`src/rtl/sst_pkg.sv`:
```
package sst_pkg;
  localparam int unsigned SLOTS = 4;
  localparam logic [7:0] ST_NOTRDY = 8'h08;
  localparam logic [7:0] ST_SEEKEND = 8'h20;
  localparam logic [7:0] ST_ABNORMAL = 8'h40;
  localparam logic [7:0] ST_INVALID = 8'h80;
  localparam logic [7:0] ST_FAULT = ST_ABNORMAL | ST_SEEKEND | ST_NOTRDY;
  localparam logic [7:0] ST_RANGE = ST_ABNORMAL | ST_SEEKEND;
endpackage

```
`src/rtl/sst_drive_slot.sv`:
```
module sst_drive_slot
  import sst_pkg::*;
#(
  parameter int unsigned CYL_W = 8,
  parameter bit IN_RANGE = 1'b1
) (
  input  logic             clk,
  input  logic             rst_n,
  input  logic             recal_hit,
  input  logic             seek_hit,
  input  logic             media,
  input  logic [CYL_W-1:0] target,
  input  logic [CYL_W-1:0] max_track,
  input  logic             clr,
  output logic [7:0]       result_o,
  output logic [CYL_W-1:0] cyl_o
);
  logic [7:0]       res_q, res_d;
  logic [CYL_W-1:0] cyl_q, cyl_d;
  logic             res_en, cyl_en, over;

  always_comb begin
    over   = target > max_track;
    res_en = recal_hit | seek_hit | clr;
    cyl_en = IN_RANGE && (recal_hit || (seek_hit && !over));
    res_d  = 8'h00;
    if (recal_hit) begin
      res_d = (IN_RANGE && media) ? 8'h00 : ST_FAULT;
    end else if (seek_hit) begin
      if (!IN_RANGE)  res_d = ST_FAULT;
      else if (over)  res_d = ST_RANGE;
      else            res_d = ST_SEEKEND;
    end
    cyl_d = recal_hit ? '0 : target;
  end

  always_ff @(posedge clk or negedge rst_n) begin
    if (!rst_n) begin
      res_q <= 8'h00;
      cyl_q <= '0;
    end else begin
      if (res_en) res_q <= res_d;
      if (cyl_en) cyl_q <= cyl_d;
    end
  end

  assign result_o = res_q;
  assign cyl_o    = cyl_q;

  // a rejected seek never moves the cylinder
  a_r5_cyl_hold: assert property (@(posedge clk) disable iff (!rst_n)
    (seek_hit && (over || !IN_RANGE)) |=> $stable(cyl_q));
  // an accepted seek loads its target
  a_r4_seek_loads: assert property (@(posedge clk) disable iff (!rst_n)
    (IN_RANGE && seek_hit && !over) |=> (cyl_q == $past(target)));
  // a clear by sense empties the slot
  a_r7_slot_cleared: assert property (@(posedge clk) disable iff (!rst_n)
    (clr && !recal_hit && !seek_hit) |=> (res_q == 8'h00));
endmodule

```
`src/rtl/sst_sense_arbiter.sv`:
```
module sst_sense_arbiter
  import sst_pkg::*;
(
  input  logic [SLOTS-1:0] pend_i,
  output logic             found_o,
  output logic [1:0]       idx_o,
  output logic [SLOTS-1:0] sel_o
);
  always_comb begin
    found_o = 1'b0;
    idx_o   = 2'd0;
    sel_o   = '0;
    for (int i = SLOTS - 1; i >= 0; i--) begin
      if (pend_i[i]) begin
        found_o = 1'b1;
        idx_o   = 2'(i);
      end
    end
    if (found_o) sel_o[idx_o] = 1'b1;
  end

  // the choice is one slot at most
  always_comb begin
    a_r7_one_choice: assert ($onehot0(sel_o));
  end
endmodule

```
`src/rtl/sst_rsp_buffer.sv`:
```
module sst_rsp_buffer (
  input  logic       clk,
  input  logic       rst_n,
  input  logic       load_two,
  input  logic       load_one,
  input  logic [7:0] byte0,
  input  logic [7:0] byte1,
  input  logic       pop,
  output logic       valid_o,
  output logic [7:0] data_o
);
  logic [1:0] cnt_q, cnt_d;
  logic [7:0] d0_q, d0_d, d1_q, d1_d;
  logic       en;

  always_comb begin
    cnt_d = cnt_q;
    d0_d  = d0_q;
    d1_d  = d1_q;
    en    = 1'b0;
    if (load_two || load_one) begin
      en    = 1'b1;
      cnt_d = load_two ? 2'd2 : 2'd1;
      d0_d  = byte0;
      d1_d  = byte1;
    end else if (pop && cnt_q != 2'd0) begin
      en    = 1'b1;
      cnt_d = cnt_q - 2'd1;
      d0_d  = d1_q;
    end
  end

  always_ff @(posedge clk or negedge rst_n) begin
    if (!rst_n) begin
      cnt_q <= 2'd0;
      d0_q  <= 8'h00;
      d1_q  <= 8'h00;
    end else if (en) begin
      cnt_q <= cnt_d;
      d0_q  <= d0_d;
      d1_q  <= d1_d;
    end
  end

  assign valid_o = cnt_q != 2'd0;
  assign data_o  = d0_q;

  a_r10_two_loaded: assert property (@(posedge clk) disable iff (!rst_n)
    load_two |=> (cnt_q == 2'd2));
  a_r10_empty_pop: assert property (@(posedge clk) disable iff (!rst_n)
    (pop && cnt_q == 2'd0 && !load_two && !load_one) |=> (cnt_q == 2'd0));
  a_r10_never_three: assert property (@(posedge clk) disable iff (!rst_n)
    cnt_q != 2'd3);
endmodule

```
`src/rtl/seek_status_tracker.sv`:
```
module seek_status_tracker
  import sst_pkg::*;
#(
  parameter int unsigned NUM_DRIVES = 3,
  parameter int unsigned CYL_W = 8
) (
  input  logic                   clk,
  input  logic                   rst_ni,
  input  logic                   recal_i,
  input  logic                   seek_i,
  input  logic [1:0]             drv_i,
  input  logic [CYL_W-1:0]       target_i,
  input  logic [SLOTS-1:0]       media_i,
  input  logic [SLOTS*CYL_W-1:0] max_track_i,
  input  logic                   sense_i,
  input  logic                   rsp_pop_i,
  output logic                   rsp_valid_o,
  output logic [7:0]             rsp_byte_o,
  output logic                   irq_o
);
  logic [1:0]       rst_sync_q;
  logic             rst_n;
  logic [7:0]       res_w [SLOTS];
  logic [CYL_W-1:0] cyl_w [SLOTS];
  logic [SLOTS-1:0] pend, sel;
  logic             found;
  logic [1:0]       idx;
  logic             irq_q, irq_d, irq_en;
  logic [7:0]       b0, b1;

  always_ff @(posedge clk or negedge rst_ni) begin
    if (!rst_ni) rst_sync_q <= 2'b00;
    else         rst_sync_q <= {rst_sync_q[0], 1'b1};
  end
  assign rst_n = rst_sync_q[1];

  for (genvar g = 0; g < SLOTS; g++) begin : g_slot
    sst_drive_slot #(
      .CYL_W(CYL_W),
      .IN_RANGE(g < NUM_DRIVES)
    ) u_slot (
      .clk(clk),
      .rst_n(rst_n),
      .recal_hit(recal_i && drv_i == 2'(g)),
      .seek_hit(seek_i && drv_i == 2'(g)),
      .media(media_i[g]),
      .target(target_i),
      .max_track(max_track_i[g*CYL_W +: CYL_W]),
      .clr(sense_i && sel[g]),
      .result_o(res_w[g]),
      .cyl_o(cyl_w[g])
    );
    assign pend[g] = res_w[g] != 8'h00;
  end

  sst_sense_arbiter u_arb (
    .pend_i(pend),
    .found_o(found),
    .idx_o(idx),
    .sel_o(sel)
  );

  always_comb begin
    b0 = found ? (res_w[idx] | {6'd0, idx}) : ST_INVALID;
    b1 = 8'(cyl_w[idx]);
    irq_en = recal_i | seek_i | (sense_i & ~found);
    irq_d  = recal_i | seek_i;
  end

  sst_rsp_buffer u_buf (
    .clk(clk),
    .rst_n(rst_n),
    .load_two(sense_i && found),
    .load_one(sense_i && !found),
    .byte0(b0),
    .byte1(b1),
    .pop(rsp_pop_i),
    .valid_o(rsp_valid_o),
    .data_o(rsp_byte_o)
  );

  always_ff @(posedge clk or negedge rst_n) begin
    if (!rst_n)      irq_q <= 1'b0;
    else if (irq_en) irq_q <= irq_d;
  end
  assign irq_o = irq_q;

  // Input discipline: one command strobe per cycle at most
  a_r9_strobes_exclusive: assert property (@(posedge clk) disable iff (!rst_n)
    $onehot0({recal_i, seek_i, sense_i}));
  a_r9_irq_raised: assert property (@(posedge clk) disable iff (!rst_n)
    (recal_i || seek_i) |=> irq_o);
  a_r8_irq_dropped: assert property (@(posedge clk) disable iff (!rst_n)
    (sense_i && pend == '0) |=> !irq_o);
  a_r11_irq_kept: assert property (@(posedge clk) disable iff (!rst_n)
    (sense_i && pend != '0) |=> $stable(irq_o));
  a_r8_single_byte: assert property (@(posedge clk) disable iff (!rst_n)
    (sense_i && pend == '0) |=> (rsp_valid_o && rsp_byte_o == ST_INVALID));
endmodule

```
`config.mk`:
```
export PLATFORM = sky130hd
export DESIGN_NAME = seek_status_tracker
export DESIGN_NICKNAME = d
export VERILOG_FILES = /design/src/rtl/sst_pkg.sv /design/src/rtl/sst_drive_slot.sv /design/src/rtl/sst_sense_arbiter.sv /design/src/rtl/sst_rsp_buffer.sv /design/src/rtl/seek_status_tracker.sv
export SDC_FILE = /design/constraint.sdc
export NUM_CORES = 1
export LEC_CHECK = 0
export BUFFER_PORTS_ARGS = -buffer_cell sky130_fd_sc_hd__buf_2
export CORE_MARGIN = 4
export CORE_UTILIZATION = 55
export CTS_CLUSTER_SIZE = 24
export DETAILED_ROUTE_END_ITERATION = 10
export PLACE_DENSITY = 0.81
export SLEW_MARGIN = 0
export SYNTH_ARGS = -nofsm -noshare
export SYNTH_HDL_FRONTEND = slang
export SYNTH_SLANG_ARGS = --single-unit
```
`constraint.sdc`:
```
create_clock -name clk -period 1.8 [get_ports clk]
set_input_delay 0.09 -clock clk [delete_from_list [all_inputs] [get_ports clk]]
set_output_delay 0.09 -clock clk [all_outputs]
set_load 0.02 [all_outputs]
```
==> impl_metrics.json, run 1 <==
{
  "outcome": "finished, final reports clean",
  "ys_seq_area_frac": 0.436,
  "p_sw_frac": 0.310,
  "post_drt_wl_per_cell_um": 15.1,
  "finalHoldViolCount": 0,
  "gr-total-overflow": 0,
  "cp-start-kind": "flop",
  "path_max_fanout": 9,
  "synth_compound_area_frac": 0.243,
  "slew_headroom": 0.552,
  "ff2ff_setup_slack_ns": 0.08,
  "die_width_um": 83.7,
  "synth-edff-count": 0,
  "dpl.hpwl_um": 5520,
  "syn_nets": 390,
  "place.gp.congestion": 0.916,
  "switching_power_mw": 1.03,
  "nFillCells": 446,
  "p_int_mw": 2.29,
  "ys_seq_elements": 55,
  "slew_viol_final": 0,
  "track_usage": 0.200,
  "dr.first_iter.drc_count": 190,
  "io_buffer_count": 52,
  "worst_slew_pin_slew_ns": 0.667,
  "dp.cells": 447,
  "core_area_sq_um": 5540,
  "drt-total-wl_um": 6920,
  "vdd_drop_max_v": 0.000508,
  "yosys_most_used_dff": "dfrtp_1",
  "synth_cell_types": 43,
  "cp-end-kind": "flop",
  "insertion_delay_ns": 0.31,
  "synthAdderAreaFrac": 0.0992,
  "synth_top_family_by_area": "compound AO/OA/AOI/OAI gates",
  "diodes": 0,
  "cts_root_buf": "clkbuf_8",
  "clk_path_buf_depth": 2,
  "cts_buffers": 5,
  "p_per_area_nw_per_um2": 880,
  "async_flop_share": 1.00,
  "ff2ff_path_depth": 5,
  "whs_ns": 0.0748,
  "fp.dieArea_sq_um": 7010,
  "vias": 2620,
  "p_clk_frac": 0.258,
  "p_comb_frac": 0.293,
  "grt_pass1_vias": 2560,
  "cts.reportedPaths.clkPinSlew_ns": 0.10,
  "setup_viol": 0,
  "crit_type": "flop to flop",
  "drc": 0,
  "power_leakage_nw": 1.83,
  "finalWorstSetupSlack_ns": 0.0760,
  "post_cts_buffers": 0,
  "grt_max_degree": 54,
  "hold-path-cell-count": 3,
  "synthSimpleGateAreaFrac": 0.136,
  "critPathRequiredTime_ns": 1.98,
  "min_period_ns": 1.72,
  "antenna_found_initial": 0,
  "ant_nets": 0,
  "drv_cap": 0,
  "layout.nets": 462,
  "rows": 27,
  "max_freq_mhz": 580,
  "vias_per_cell": 5.72,
  "cts_tree": "built",
  "avgSynthCellArea_sq_um": 10.1,
  "cp.arrival_ns": 1.91,
  "first_pass_iters": 4,
  "cts_max_level": 2,
  "syn-instance-count": 313,
  "yosys_warnings": 0,
  "die_h_um": 83.7,
  "start_util": 0.569,
  "worstHoldPathType": "input port to flop",
  "ioPinCount": 62,
  "cts.sinks": 55,
  "grt_pass1_wl_um": 11700,
  "p_seq_frac": 0.449,
  "skew_ns": 0.00972,
  "synthMuxAreaShare": 0.0254,
  "drive_gt1_frac": 0.246,
  "total_power_mw": 3.32,
  "netlist_area_sq_um": 3150,
  "area_growth_pct": 19.7,
  "pre_cts_ws_ns": -0.0810,
  "stdcell_count": 458,
  "period_share": 0.958,
  "synth_xor_area_frac": 0.00278
}
-- cells in the final DEF, fill, tap and decap left out, types with 2 or more instances in the layout --
cell and n:
and4_1 3, nor2b_1 3, o221ai_1 8, nor3_1 5
ha_1 25, o211ai_1 3, a31oi_1 3, buf_4 18
o21ai_0 13, inv_1 35, nand3b_1 3, dfrtp_1 54
clkbuf_8 6, o311ai_2 3, mux2i_1 7, or3_4 2
o21ai_1 4, nand2_1 13, a21oi_1 28, nand3_1 8
a21o_1 6, nor3b_1 2, nor2_1 18, nand2b_1 8
buf_2 52, a32o_1 24, a21boi_1 2, o31ai_1 3
nand4_1 3, dlygate4sd3_1 3
-- final timing paths --
check                                                  start                         to
max in group asynchronous                      rst_sync_q[1]  g_slot[0].u_slot.cyl_o[4]
worst min-delay path                                  seek_i                      irq_o
worst min register to register                 rst_sync_q[0]              rst_sync_q[1]
worst max register to register  g_slot[1].u_slot.result_o[6]              u_buf.d1_q[6]
worst max-delay path            g_slot[1].u_slot.result_o[6]              u_buf.d1_q[6]
min in group asynchronous                             rst_ni              rst_sync_q[1]
-- worst max-delay path, stage by stage (launching register included) --
cell and delay, ns:
dfrtp_1 0.39, or3_4 0.43, o21ai_2 0.20, buf_6 0.19, mux2i_1 0.26, o221ai_1 0.12
-- kinds of logic after synthesis --
family          count (synthesis)
compound gates                103
xor+xnor                        1
fa+ha+maj                      25
buf+inv                        44
flops                          55
mux                             8
other cells                     1
simple gates                   76
-- cells in the mapped netlist (5+ instances only) --
| master | n | area [sq um] |
|---|---|---|
| a21o_1 | 6 | 45.0 |
| a21oi_1 | 28 | 140 |
| a32o_1 | 24 | 240 |
| clkbuf_1 | 7 | 26.3 |
| dfrtp_1 | 55 | 1380 |
| ha_1 | 25 | 313 |
| inv_1 | 35 | 131 |
| mux2i_1 | 8 | 80.1 |
| nand2_1 | 13 | 48.8 |
| nand2b_1 | 8 | 50.1 |
| nand3_1 | 8 | 40.0 |
| nor2_1 | 18 | 67.6 |
| nor3_1 | 5 | 25.0 |
| o21ai_0 | 14 | 70.1 |
| o221ai_1 | 8 | 70.1 |
-- power by group through the flow --
stage                     Combinational, mW  Sequential (mW)  Clock [mW]
after detailed placement              0.939             1.52           0
after CTS                             0.949             1.49       0.870
after floorplan                       0.568             1.56           0
after global placement                0.906             1.51           0
after global routing                   1.08             1.51       0.922
final                                 0.975             1.49       0.856
-- flip-flops by register name, indices dropped and copies added, names as in the netlist --
name / flops
u_buf.cnt_q: 2
u_buf.data_o: 8
irq_o: 1
g_slot.u_slot.result_o: 10
g_slot.u_slot.cyl_o: 24
rst_sync_q: 2
u_buf.d1_q: 8
-- per-stage QoR --
step	setup TNS, ns	utilization	cell area, sq um
after floorplan	0	-	3150
after global placement	-0.0370	0.650	3600
after detailed placement	-1.43	0.650	3600
after CTS	0	0.678	3750
after global routing	-0.0637	0.682	3780
final	0	0.682	3780
-- timing repair --
action                     4_1_cts  5_1_grt
setup endpoints to repair        8       10
gates cloned                     0        0
pin swaps                        0        1
resized for setup                1        5
hold endpoints to repair         4        0
hold buffers                     3        0
-- cell type report --
cell class	instances	area [sq um]	share of cell area
multi-input cells	214	1620	0.429
flip-flops and latches	55	1380	0.365
repair buffers	74	437	0.116
inverters	35	131	0.0348
well taps	72	90.1	0.0239
clock buffers	6	82.6	0.0219
clock inverters	2	38.8	0.0103
-- per-layer routing --
layer	up-vias	GRT usage	routed length [um]	share of wire
li1	1310	-	-	-
met1	1226	0.265	3100	0.45
met2	77	0.343	3350	0.48
met3	7	0.0296	398	0.057
met4	0	0.0497	79	0.011
met5	-	0	0	0
(Power assumes the default switching activity.)
==> inputs of run 2 (changes only) <==
--- a/config.mk
+++ b/config.mk
@@ -7,10 +7,11 @@
 export LEC_CHECK = 0
 export BUFFER_PORTS_ARGS = -buffer_cell sky130_fd_sc_hd__buf_2
 export CORE_MARGIN = 4
-export CORE_UTILIZATION = 55
+export CORE_UTILIZATION = 57
+export CTS_BUF_LIST = sky130_fd_sc_hd__clkbuf_4 sky130_fd_sc_hd__clkbuf_8
 export CTS_CLUSTER_SIZE = 24
 export DETAILED_ROUTE_END_ITERATION = 10
-export PLACE_DENSITY = 0.81
+export PLACE_DENSITY = 0.83
 export SLEW_MARGIN = 0
 export SYNTH_ARGS = -nofsm -noshare
 export SYNTH_HDL_FRONTEND = slang
==> impl_metrics.json, run 2 (synthesis gave the netlist of run 1 again) <==
{
  "ff2ff_path_depth": 5,
  "drc": 0,
  "drive_gt1_frac": 0.254,
  "area_growth_pct": 20.9,
  "p_seq_frac": 0.434,
  "layout.nets": 465,
  "worst_slew_pin_slew_ns": 0.704,
  "cp-start-kind": "flop",
  "core_area_sq_um": 5240,
  "cts_buffers": 5,
  "outcome": "finished with violations",
  "gr-total-overflow": 0,
  "vias_per_cell": 5.98,
  "diodes": 0,
  "vias": 2744,
  "post_drt_wl_per_cell_um": 16.6,
  "rows": 26,
  "p_clk_frac": 0.278,
  "cp.arrival_ns": 2.00,
  "mostFrequentLayoutCell": "dfrtp_1",
  "track_usage": 0.236,
  "die_width_um": 82.4,
  "dp.cells": 445,
  "nFillCells": 386,
  "place_area_sq_um": 3600,
  "whs_ns": 0.0161,
  "cts.sinks": 55,
  "path_max_fanout": 5,
  "first_pass_iters": 5,
  "grt_pass1_wl_um": 12100,
  "period_share": 1.01,
  "min_period_ns": 1.81,
  "slew_headroom": 0.527,
  "tns_ns": -0.0127,
  "drt-total-wl_um": 7610,
  "dpl.hpwl_um": 5670,
  "rsz0062_at_grt": "true",
  "mostFrequentLayoutCells": "dfrtp_1, buf_2, inv_1, a21oi_1, ha_1",
  "pre_cts_ws_ns": -0.0799,
  "crit_type": "flop to flop",
  "grt_pass1_vias": 2634,
  "switching_power_mw": 1.07,
  "p_sw_frac": 0.308,
  "stdcell_count": 459,
  "slew_viol_final": 0,
  "finalWorstSetupSlack_ns": -0.0127,
  "insertion_delay_ns": 0.31,
  "setup_viol": 1,
  "place.gp.congestion": 1.00,
  "cts_root_buf": "clkbuf_8",
  "cp-end-kind": "flop",
  "clk_path_buf_depth": 2,
  "finalInstanceArea_sq_um": 3810,
  "power_leakage_nw": 1.85,
  "max_freq_mhz": 552,
  "worstHoldPathType": "input port to flop",
  "ioPinCount": 62,
  "antenna_found_initial": 0,
  "io_buffer_count": 52,
  "grt_max_degree": 22,
  "start_util": 0.602,
  "p_per_area_nw_per_um2": 915,
  "skew_ns": 0.00935,
  "ant_nets": 0,
  "cts_max_level": 2,
  "fp.dieArea_sq_um": 6790,
  "drv_cap": 0,
  "p_int_mw": 2.42,
  "die_h_um": 82.4,
  "failed_checks": "negative setup slack",
  "cts_tree": "built",
  "hold-path-cell-count": 2,
  "cts.reportedPaths.clkPinSlew_ns": 0.09,
  "finalHoldViolCount": 0,
  "critPathRequiredTime_ns": 1.99,
  "vdd_drop_max_v": 0.000504,
  "p_comb_frac": 0.289,
  "dr.first_iter.drc_count": 189,
  "largest_reg_flops": 24
}
==> run 2: worst max-delay path, cell delays in order (launching register included) <==
cell      delay, ns
dfrtp_1        0.43
or3_4          0.43
o21ai_2        0.21
buf_4          0.20
mux2i_1        0.27
o221ai_1       0.13
==> run 2: area by class of cell <==
class	instances	area, sq um	share of cell area
Timing Repair Buffer	76	448	0.117
Clock buffer	6	76.3	0.0200
Sequential cell	55	1380	0.361
Tap cell	70	87.6	0.0230
Inverter	35	131	0.0344
Clock inverter	2	60.1	0.0157
Multi-Input combinational cell	215	1630	0.428
==> run 2: final timing paths <==
path                       slack [ns]                        end                          from
max in group asynchronous        0.95  g_slot[2].u_slot.cyl_o[6]                 rst_sync_q[1]
max                             -0.01              u_buf.d1_q[0]  g_slot[1].u_slot.result_o[5]
max reg2reg                     -0.01              u_buf.d1_q[0]  g_slot[1].u_slot.result_o[5]
min in group asynchronous        0.07              rst_sync_q[1]                        rst_ni
min reg2reg                      0.24            u_buf.data_o[5]                 rst_sync_q[1]
min                              0.02            u_buf.data_o[2]                       sense_i
==> run 2: power by group through the flow <==
stage               Sequential, mW  Clock, mW  Combinational [mW]
global route                  1.53       1.03                1.11
CTS                           1.51      0.972               0.941
detailed placement            1.53          0               0.923
floorplan                     1.56          0               0.568
finish                        1.51      0.969                1.01
global placement              1.52          0               0.889
==> run 2: metrics by stage <==
step	util	total power, mW
floorplan	-	2.13
CTS	0.719	3.42
detailed placement	0.688	2.45
global route	0.728	3.66
finish	0.728	3.49
global placement	0.688	2.41
==> run 2: routing by layer <==
metal	vias up	GRT usage	wire [um]
li1	1310	-	-
met1	1288	0.297	3110
met2	131	0.404	3780
met3	15	0.0347	545
met4	0	0.0997	177
met5	-	0	0
==> run 2: repair_timing <==
item,4_1_cts,5_1_grt
resized for setup,0,9
hold endpoints to repair,4,0
hold buffers,3,0
endpoints found under the setup margin,0,10
buffers inserted,0,1
==> inputs of run 3 (changes only) <==
--- a/config.mk
+++ b/config.mk
@@ -11,7 +11,10 @@
 export CTS_BUF_LIST = sky130_fd_sc_hd__clkbuf_4 sky130_fd_sc_hd__clkbuf_8
 export CTS_CLUSTER_SIZE = 24
 export DETAILED_ROUTE_END_ITERATION = 10
+export MAX_ROUTING_LAYER = met4
 export PLACE_DENSITY = 0.83
+export REMOVE_ABC_BUFFERS = 1
+export SETUP_SLACK_MARGIN = 0.05
 export SLEW_MARGIN = 0
 export SYNTH_ARGS = -nofsm -noshare
 export SYNTH_HDL_FRONTEND = slang
==> impl_metrics.json, run 3 (synthesis gave the netlist of run 1 again) <==
{
  "outcome": "finished, final reports clean",
  "place.gp.congestion": 0.897,
  "period_share": 0.961,
  "finalHoldViolCount": 0,
  "vias_per_cell": 6.07,
  "die_h_um": 82.4,
  "cts.reportedPaths.clkPinSlew_ns": 0.09,
  "max_freq_mhz": 578,
  "io_buffer_count": 52,
  "gr-total-overflow": 0,
  "slew_viol_final": 0,
  "cp_num_buf_inv": 2,
  "insertion_delay_ns": 0.31,
  "path_max_fanout": 7,
  "slowest_delay_ns": 0.42,
  "crit_slowest_cell": "dfrtp_1",
  "p_sw_frac": 0.333,
  "vdd_drop_max_v": 0.000464,
  "crit_chain": "or3_4 -> o21ai_2 -> buf_6 -> buf_4 -> mux2i_1 -> o221ai_1",
  "rows": 26,
  "tns_ns": 0,
  "die_width_um": 82.4,
  "switching_power_mw": 1.07,
  "start_util": 0.602,
  "slew_headroom": 0.505,
  "final_util": 0.725,
  "power_leakage_nw": 1.83,
  "whs_ns": 0.0768,
  "ff2ff_path_depth": 6,
  "dp.cells": 443,
  "cts_tree": "built",
  "crit_cells": 6,
  "antenna_found_initial": 0,
  "p_comb_frac": 0.328,
  "ff2ff_setup_slack_ns": 0.07,
  "layout.nets": 464,
  "cp.arrival_ns": 1.91,
  "mostFrequentLayoutCell": "dfrtp_1",
  "cts_root_buf": "clkbuf_8",
  "drive_gt1_frac": 0.260,
  "pre_cts_ws_ns": -0.105,
  "timing.rr.end": "u_buf.d1_q[0]",
  "diodes": 0,
  "cts_max_level": 2,
  "drc": 0,
  "area_growth_pct": 20.4,
  "cp-end-kind": "flop",
  "dr.first_iter.drc_count": 191,
  "critPathLaunch": "g_slot[1].u_slot.result_o[5]",
  "p_clk_frac": 0.206,
  "place_area_sq_um": 3600,
  "cts.sinks": 55,
  "drv_cap": 0,
  "total_power_mw": 3.23,
  "min_period_ns": 1.73,
  "vias": 2778,
  "grt_pass1_wl_um": 12300,
  "cp-start-kind": "flop",
  "fp.dieArea_sq_um": 6790,
  "p_int_mw": 2.16,
  "nFillCells": 395,
  "crit_family": "flip-flops",
  "critPathRequiredTime_ns": 1.98,
  "ant_nets": 0,
  "setup_viol": 0,
  "dpl.hpwl_um": 5610,
  "grt_max_degree": 54,
  "worst_slew_pin_slew_ns": 0.738,
  "ff_latch_area_sq_um": 1380,
  "crit_end": "u_buf.d1_q[0]",
  "clk_path_buf_depth": 2,
  "worstHoldPathType": "input port to async pin",
  "stdcell_count": 458,
  "r2r_start": "g_slot[1].u_slot.result_o[5]",
  "mostFrequentLayoutCells": "dfrtp_1, buf_2, inv_1, a21oi_1, ha_1",
  "finalInstanceArea_sq_um": 3800,
  "skew_ns": 0.00462,
  "first_pass_iters": 4,
  "post_drt_wl_per_cell_um": 16.6,
  "p_seq_frac": 0.466,
  "largest_reg_flops": 24,
  "rsz0062_at_grt": "true",
  "drt-total-wl_um": 7610,
  "multi_input_area_sq_um": 1640,
  "core_area_sq_um": 5240,
  "cts_buffers": 5,
  "grt_pass1_vias": 2698,
  "ioPinCount": 62,
  "crit_type": "flop to flop",
  "track_usage": 0.241,
  "p_per_area_nw_per_um2": 851,
  "finalWorstSetupSlack_ns": 0.0706
}
## run 3: timing repair
item                                    in CTS  in global routing
endpoints found under the setup margin       1                 13
resized for setup                            1                  9
setup buffers                                0                  3
cloned                                       0                  1
endpoints found under the hold margin        4                  0
pin swaps                                    0                  2
hold buffers                                 3                  0
## run 3: final cells by class
class / instances / area share
inverter: 35 / 0.0346
clock buffer: 5 / 0.0181
tap: 70 / 0.0231
sequential: 55 / 0.363
clock inverter: 3 / 0.00527
timing repair buffer: 75 / 0.124
multi-input combinational: 215 / 0.433
## run 3: worst min-delay path by stage
stage,endpoint,startpoint,depth (start not counted)
detailed placement,rst_sync_q[0],rst_ni,1
finish,rst_sync_q[1],rst_ni,2
global placement,rst_sync_q[0],rst_ni,1
floorplan,rst_sync_q[0],rst_ni,0
global route,irq_o,seek_i,3
CTS,rst_sync_q[1],rst_ni,2
## run 3: power groups by stage
stage	clock [mW]	combinational [mW]	sequential, mW
after floorplan	0	0.540	1.56
after global placement	0	0.907	1.51
after detailed placement	0	0.942	1.52
after CTS	0.677	0.955	1.50
after global routing	0.720	1.17	1.52
final	0.667	1.06	1.51
## run 3: worst reg2reg max path, cell delays in order, from the launching register on
cell and delay (ns):
dfrtp_1 0.42, or3_4 0.40, o21ai_2 0.15, buf_6 0.17, buf_4 0.12, mux2i_1 0.22, o221ai_1 0.12
## run 3: layer usage
layer / wire length [um] / vias up / GRT usage
li1: - / 1313 / -
met1: 3210 / 1345 / 0.292
met2: 3820 / 98 / 0.411
met3: 395 / 22 / 0.0336
met4: 186 / 0 / 0.0847
met5: 0 / - / -
